### config.mk
export PLATFORM = sky130hd
export DESIGN_NAME = vcx_unit
export DESIGN_NICKNAME = d
export VERILOG_FILES = /design/src/rtl/vcx_pkg.sv /design/src/rtl/vcx_scan_ctrl.sv /design/src/rtl/vcx_port_route.sv /design/src/rtl/vcx_unit.sv
export SDC_FILE = /design/constraint.sdc
export NUM_CORES = 1
export LEC_CHECK = 0
export BUFFER_PORTS_ARGS = -buffer_cell sky130_fd_sc_hd__buf_2
export CAP_MARGIN = 0
export CORE_UTILIZATION = 40
export CTS_CLUSTER_SIZE = 14
export DETAILED_ROUTE_END_ITERATION = 12
export PLACE_DENSITY = 0.78
export SLEW_MARGIN = 20
export SYNTH_ARGS = -nofsm -noshare
export SYNTH_HDL_FRONTEND = slang
export SYNTH_HIERARCHICAL = 1
export SYNTH_SLANG_ARGS = --single-unit
export TNS_END_PERCENT = 100
### constraint.sdc
create_clock -name clk -period 4.8 [get_ports clk]
set_input_delay 0.96 -clock clk [delete_from_list [all_inputs] [get_ports clk]]
set_output_delay 0.96 -clock clk [all_outputs]
set_load 0.005 [all_outputs]
### src/rtl/vcx_pkg.sv
package vcx_pkg;
    typedef enum logic {
        VCX_COMPRESS = 1'b0,
        VCX_EXPAND   = 1'b1
    } vcx_mode_e;
endpackage

### src/rtl/vcx_scan_ctrl.sv
module vcx_scan_ctrl
    import vcx_pkg::*;
#(
    parameter int NELEM = 16,
    localparam int IDXW = $clog2(NELEM),
    localparam int CNTW = IDXW + 1
) (
    input  logic            clk,
    input  logic            rst_n,
    input  logic            start,
    input  vcx_mode_e       mode_in,
    input  logic [CNTW-1:0] vl_in,
    input  logic [NELEM-1:0] mask_in,
    output logic            busy,
    output logic            done,
    output vcx_mode_e       mode_q_o,
    output logic [IDXW-1:0] elem_idx,
    output logic [CNTW-1:0] set_cnt,
    output logic            cur_bit
);
    localparam logic [CNTW-1:0] VL_MAX = CNTW'(NELEM);

    typedef struct packed {
        logic             busy;
        logic             done;
        vcx_mode_e        mode;
        logic [CNTW-1:0]  vl;
        logic [NELEM-1:0] mask;
        logic [CNTW-1:0]  elem;
        logic [CNTW-1:0]  cnt;
    } scan_state_t;

    scan_state_t s_d, s_q;
    logic [CNTW-1:0] vl_eff;
    logic [CNTW-1:0] elem_nxt;

    always_comb begin
        vl_eff   = (vl_in > VL_MAX) ? VL_MAX : vl_in;
        elem_nxt = s_q.elem + CNTW'(1);
        s_d      = s_q;
        s_d.done = 1'b0;
        if (!s_q.busy) begin
            if (start) begin
                s_d.mode = mode_in;
                s_d.mask = mask_in;
                s_d.vl   = vl_eff;
                s_d.elem = '0;
                s_d.cnt  = '0;
                if (vl_eff == '0) begin
                    s_d.done = 1'b1;
                end else begin
                    s_d.busy = 1'b1;
                end
            end
        end else begin
            if (s_q.mask[s_q.elem[IDXW-1:0]]) begin
                s_d.cnt = s_q.cnt + CNTW'(1);
            end
            s_d.elem = elem_nxt;
            if (elem_nxt == s_q.vl) begin
                s_d.busy = 1'b0;
                s_d.done = 1'b1;
            end
        end
    end

    always_ff @(posedge clk or negedge rst_n) begin
        if (!rst_n) begin
            s_q <= '{busy: 1'b0, done: 1'b0, mode: VCX_COMPRESS,
                     vl: '0, mask: '0, elem: '0, cnt: '0};
        end else begin
            s_q <= s_d;
        end
    end

    assign busy     = s_q.busy;
    assign done     = s_q.done;
    assign mode_q_o = s_q.mode;
    assign elem_idx = s_q.elem[IDXW-1:0];
    assign set_cnt  = s_q.cnt;
    assign cur_bit  = s_q.mask[s_q.elem[IDXW-1:0]];
endmodule

### src/rtl/vcx_port_route.sv
module vcx_port_route
    import vcx_pkg::*;
#(
    parameter int NELEM = 16,
    parameter int EW    = 16,
    localparam int IDXW = $clog2(NELEM),
    localparam int CNTW = IDXW + 1
) (
    input  logic            busy,
    input  vcx_mode_e       mode_q,
    input  logic [IDXW-1:0] elem_idx,
    input  logic [CNTW-1:0] set_cnt,
    input  logic            cur_bit,
    input  logic [EW-1:0]   src_data,
    output logic [IDXW-1:0] src_addr,
    output logic            dst_we,
    output logic [IDXW-1:0] dst_addr,
    output logic [EW-1:0]   dst_data
);
    always_comb begin
        if (mode_q == VCX_EXPAND) begin
            src_addr = set_cnt[IDXW-1:0];
            dst_addr = elem_idx;
        end else begin
            src_addr = elem_idx;
            dst_addr = set_cnt[IDXW-1:0];
        end
        dst_we   = busy & cur_bit;
        dst_data = src_data;
    end
endmodule

### src/rtl/vcx_unit.sv
module vcx_unit
    import vcx_pkg::*;
#(
    parameter int NELEM = 16,
    parameter int EW    = 16,
    localparam int IDXW = $clog2(NELEM),
    localparam int CNTW = IDXW + 1
) (
    input  logic             clk,
    input  logic             rst_n,
    input  logic             start,
    input  logic             mode,
    input  logic [CNTW-1:0]  vl,
    input  logic [NELEM-1:0] mask,
    output logic [IDXW-1:0]  src_addr,
    input  logic [EW-1:0]    src_data,
    output logic             dst_we,
    output logic [IDXW-1:0]  dst_addr,
    output logic [EW-1:0]    dst_data,
    output logic             busy,
    output logic             done,
    output logic [CNTW-1:0]  pop_count
);
    vcx_mode_e       run_mode;
    logic [IDXW-1:0] elem_idx;
    logic [CNTW-1:0] set_cnt;
    logic            cur_bit;

    vcx_scan_ctrl #(.NELEM(NELEM)) u_ctrl (
        .clk      (clk),
        .rst_n    (rst_n),
        .start    (start),
        .mode_in  (vcx_mode_e'(mode)),
        .vl_in    (vl),
        .mask_in  (mask),
        .busy     (busy),
        .done     (done),
        .mode_q_o (run_mode),
        .elem_idx (elem_idx),
        .set_cnt  (set_cnt),
        .cur_bit  (cur_bit)
    );

    vcx_port_route #(.NELEM(NELEM), .EW(EW)) u_route (
        .busy     (busy),
        .mode_q   (run_mode),
        .elem_idx (elem_idx),
        .set_cnt  (set_cnt),
        .cur_bit  (cur_bit),
        .src_data (src_data),
        .src_addr (src_addr),
        .dst_we   (dst_we),
        .dst_addr (dst_addr),
        .dst_data (dst_data)
    );

    assign pop_count = set_cnt;
endmodule

==> flow_summary.yaml <==
outcome:
  status: "complete, no violations"
finish:
  multi_input_area_um2: 855.8
  antennaDiodeCount: 0
  regArea_um2: 850.8
  finish.utilization_pct: 44.00
  final_cell_mix: "75 x nand2_1, 40 x buf_2, 34 x dfrtp_1, 12 x mux2i_1, 8 x mux2_4"
  area_growth_pct: 6.041
  fillCellCount: 466
  nNetsFinal: 261
  stdcell_area_mm2: 0.002064
  drive_gt1_share_pct: 27.06
  layout_commonest_cell: "nand2_1"
clock_tree:
  cts_hold_buf: 0
  clockRootBuffer: "clkbuf_8"
  cts_tree: "done"
  post_cts_buffers: 0
  ctsResizeCount: 0
  clock_tree.htree_level_count: 2
  cts.sinks: 34
  clk_latency_ns: 0.29
  max-clock-path-buffers: 2
  cts_buffers: 5
  clk_pin_slew_ns: 0.07
critical_path:
  worst_ep_arrival_time_ns: 2.10
  cp_common_cell: "mux2i_1"
  start_kind: "register"
  worstSetupPathType: "register to output pin"
  slowest_stage: "dfrtp_1"
  cp_data_required_time_ns: 3.84
  crit_fanout: 15
  reg2reg_setup_slack_ns: 2.51
  endpoint_kind: "output pin"
  max_stage_delay_ns: 0.73
  path_cells: "mux2i_1 -> mux4_2 -> mux2i_1 -> and2_1 -> buf_2"
die:
  die_w_um: 71.77
  core_mm2: 0.004692
  initial_core_util_pct: 41.49
  ios: 73
  dieArea_mm2: 0.005150
  die_y_um: 71.77
  rows: 25
timing:
  final_max_slew_viol_count: 0
  finalWorstSetupSlack_ns: 1.740
  rsz0062_at_grt: "no"
  setup-tns-final_ns: 0
  setup_viol: 0
  finalClockSkew_ns: 0.008119
  hold_viol: 0
  relSlewSlack_pct: 42.80
  tightest_slew_ns: 0.8559
  finalCritPeriodShare_pct: 63.76
  whs_ns: 0.4766
  final.min_clock_period_ns: 3.060
  fmax_mhz: 326.8
synth:
  synth_nets: 247
  ys_seq_area_share_pct: 43.70
  synth.distinct_cells: 27
  yosys_warnings: 6
  ys_ff_latch: 34
  avgSynthCellArea_um2: 9.543
  synth_cells: 204
  synth_area_mm2: 0.001947
pwr:
  switching_share_pct: 38.26
  power_frac_comb_pct: 43.0
  p_int_uw: 830.4
  p_clk_share_pct: 14.6
  p_leak_uw: 0.001078
  seqPwrFrac_pct: 42.4
  switchingPower_uw: 514.6
  powerDensity_mw_per_mm2: 651.5
  vdd_ir_drop_max_uv: 162.6
route:
  viasPerCell: 4.978
  wl_per_cell_um: 13.25
  dr.pass1.iters: 4
  drc_errors: 0
  vias: 1354
  ant_nets: 0
  dr.first_iter.drc_count: 124
  wl_um: 3603
global_routing:
  track_usage_pct: 16.17
  top_usage_layer: "met2"
  grt_pass1_vias: 1360
  grt_pass1_wl_um: 6313
  grt_overflow: 0
  grt_max_degree: 35
  grt_util_met3_pct: 4.079
  grt_use_met2_pct: 26.31
  antenna_found_initial: 0
  met1_usage_pct: 20.38
place:
  io_buffer_count: 40
  gp_congestion: 0.7497
  pre_cts_ws_ns: 2.029
  dpl_cell_area_mm2: 0.001986
  dp_hpwl_um: 2592
flow_run:
  maxCapViolations: 0
hold_path:
  hold_class: "register to register"
## kinds of logic (layout without fill, tap and decap cells)
| group | Yosys count | after routing | share of synthesized area, % |
|---|---|---|---|
| and+or+nand+nor | 91 | 91 | 19.35 |
| buffers and inverters | 35 | 49 | 12.34 |
| DFF | 34 | 34 | 43.70 |
| muxes | 23 | 23 | 15.23 |
| AOI/OAI and AO/OA | 10 | 10 | 4.049 |
| xor gates and xnor gates | 9 | 9 | 4.049 |
| adders and majority gates | 2 | 2 | 1.285 |
## power by group through the flow
stage / registers, uW / logic [uW] / clock network (uW)
after floorplan: 497 / 547 / 0
after global placement: 567 / 559 / 0
after detailed placement: 577 / 583 / 0
after CTS: 572 / 584 / 205
after global routing: 597 / 658 / 215
final: 570 / 578 / 197
## Yosys cell counts, drive strengths merged
cell type	instances	area share [%]
a22o	2	0.90
and2	1	0.32
buf	27	11
clkbuf	7	1.3
dfrtp	34	44
ha	2	1.3
inv	1	0.19
mux2	9	6.7
mux2i	12	6.2
mux4	2	2.3
nand2	75	14
nand2b	1	0.32
nand3	4	1.0
nand3b	4	1.5
nand4	1	0.32
nor2	2	0.39
nor2b	1	0.32
nor3	1	0.26
o21ai	4	1.0
o22ai	3	1.7
o2bb2ai	1	0.45
or4	1	0.39
xnor2	6	2.7
xor2	3	1.3
## per-layer routing
metal | part of all wire (%) | wire length [um]
met1 | 43 | 1564
met2 | 49 | 1758
met3 | 5.6 | 203
met4 | 2.1 | 77
met5 | 0 | 0
## flip-flops by register name, indices dropped and copies added, names as in the netlist
register,count
u_ctrl/s_q,22
u_ctrl/elem_idx,4
u_ctrl/busy,1
u_ctrl/done,1
u_ctrl/mode_q_o,1
u_ctrl/set_cnt,5
## metrics by stage
| step | power, uW | cells |
|---|---|---|
| 2_1_floorplan | 1043 | 204 |
| 3_3_place_gp | 1125 | 265 |
| 3_5_place_dp | 1161 | 265 |
| 4_1_cts | 1361 | 272 |
| 5_1_grt | 1470 | 272 |
| 6_report | 1345 | 272 |
## layout make-up
type / count / share of cell area [%]
Tap cell: 54 / 3.273
Inverter: 1 / 0.1818
Multi-Input combinational cell: 135 / 41.45
Clock buffer: 5 / 3.333
Timing Repair Buffer: 41 / 10.06
Clock inverter: 2 / 0.4848
Sequential cell: 34 / 41.21
## worst paths after layout
check,from,endpoint,depth (start not counted)
max,u_ctrl/elem_idx[0],dst_we,5
min,u_ctrl/s_q[19],u_ctrl/s_q[19],2
max reg2reg,u_ctrl/elem_idx[0],u_ctrl/set_cnt[2],5
min reg2reg,u_ctrl/s_q[19],u_ctrl/s_q[19],2
max in group asynchronous,rst_n,u_ctrl/s_q[12],1
min in group asynchronous,rst_n,u_ctrl/mode_q_o,1
## worst max-delay path, delay by kind of cell (launching register included)
family | cells | cell delay, ns
AND/OR/NAND/NOR | 1 | 0.14
multiplexers | 3 | 0.83
flip-flops | 1 | 0.73
buffers and inverters | 1 | 0.11
(Power assumes the default switching activity.)
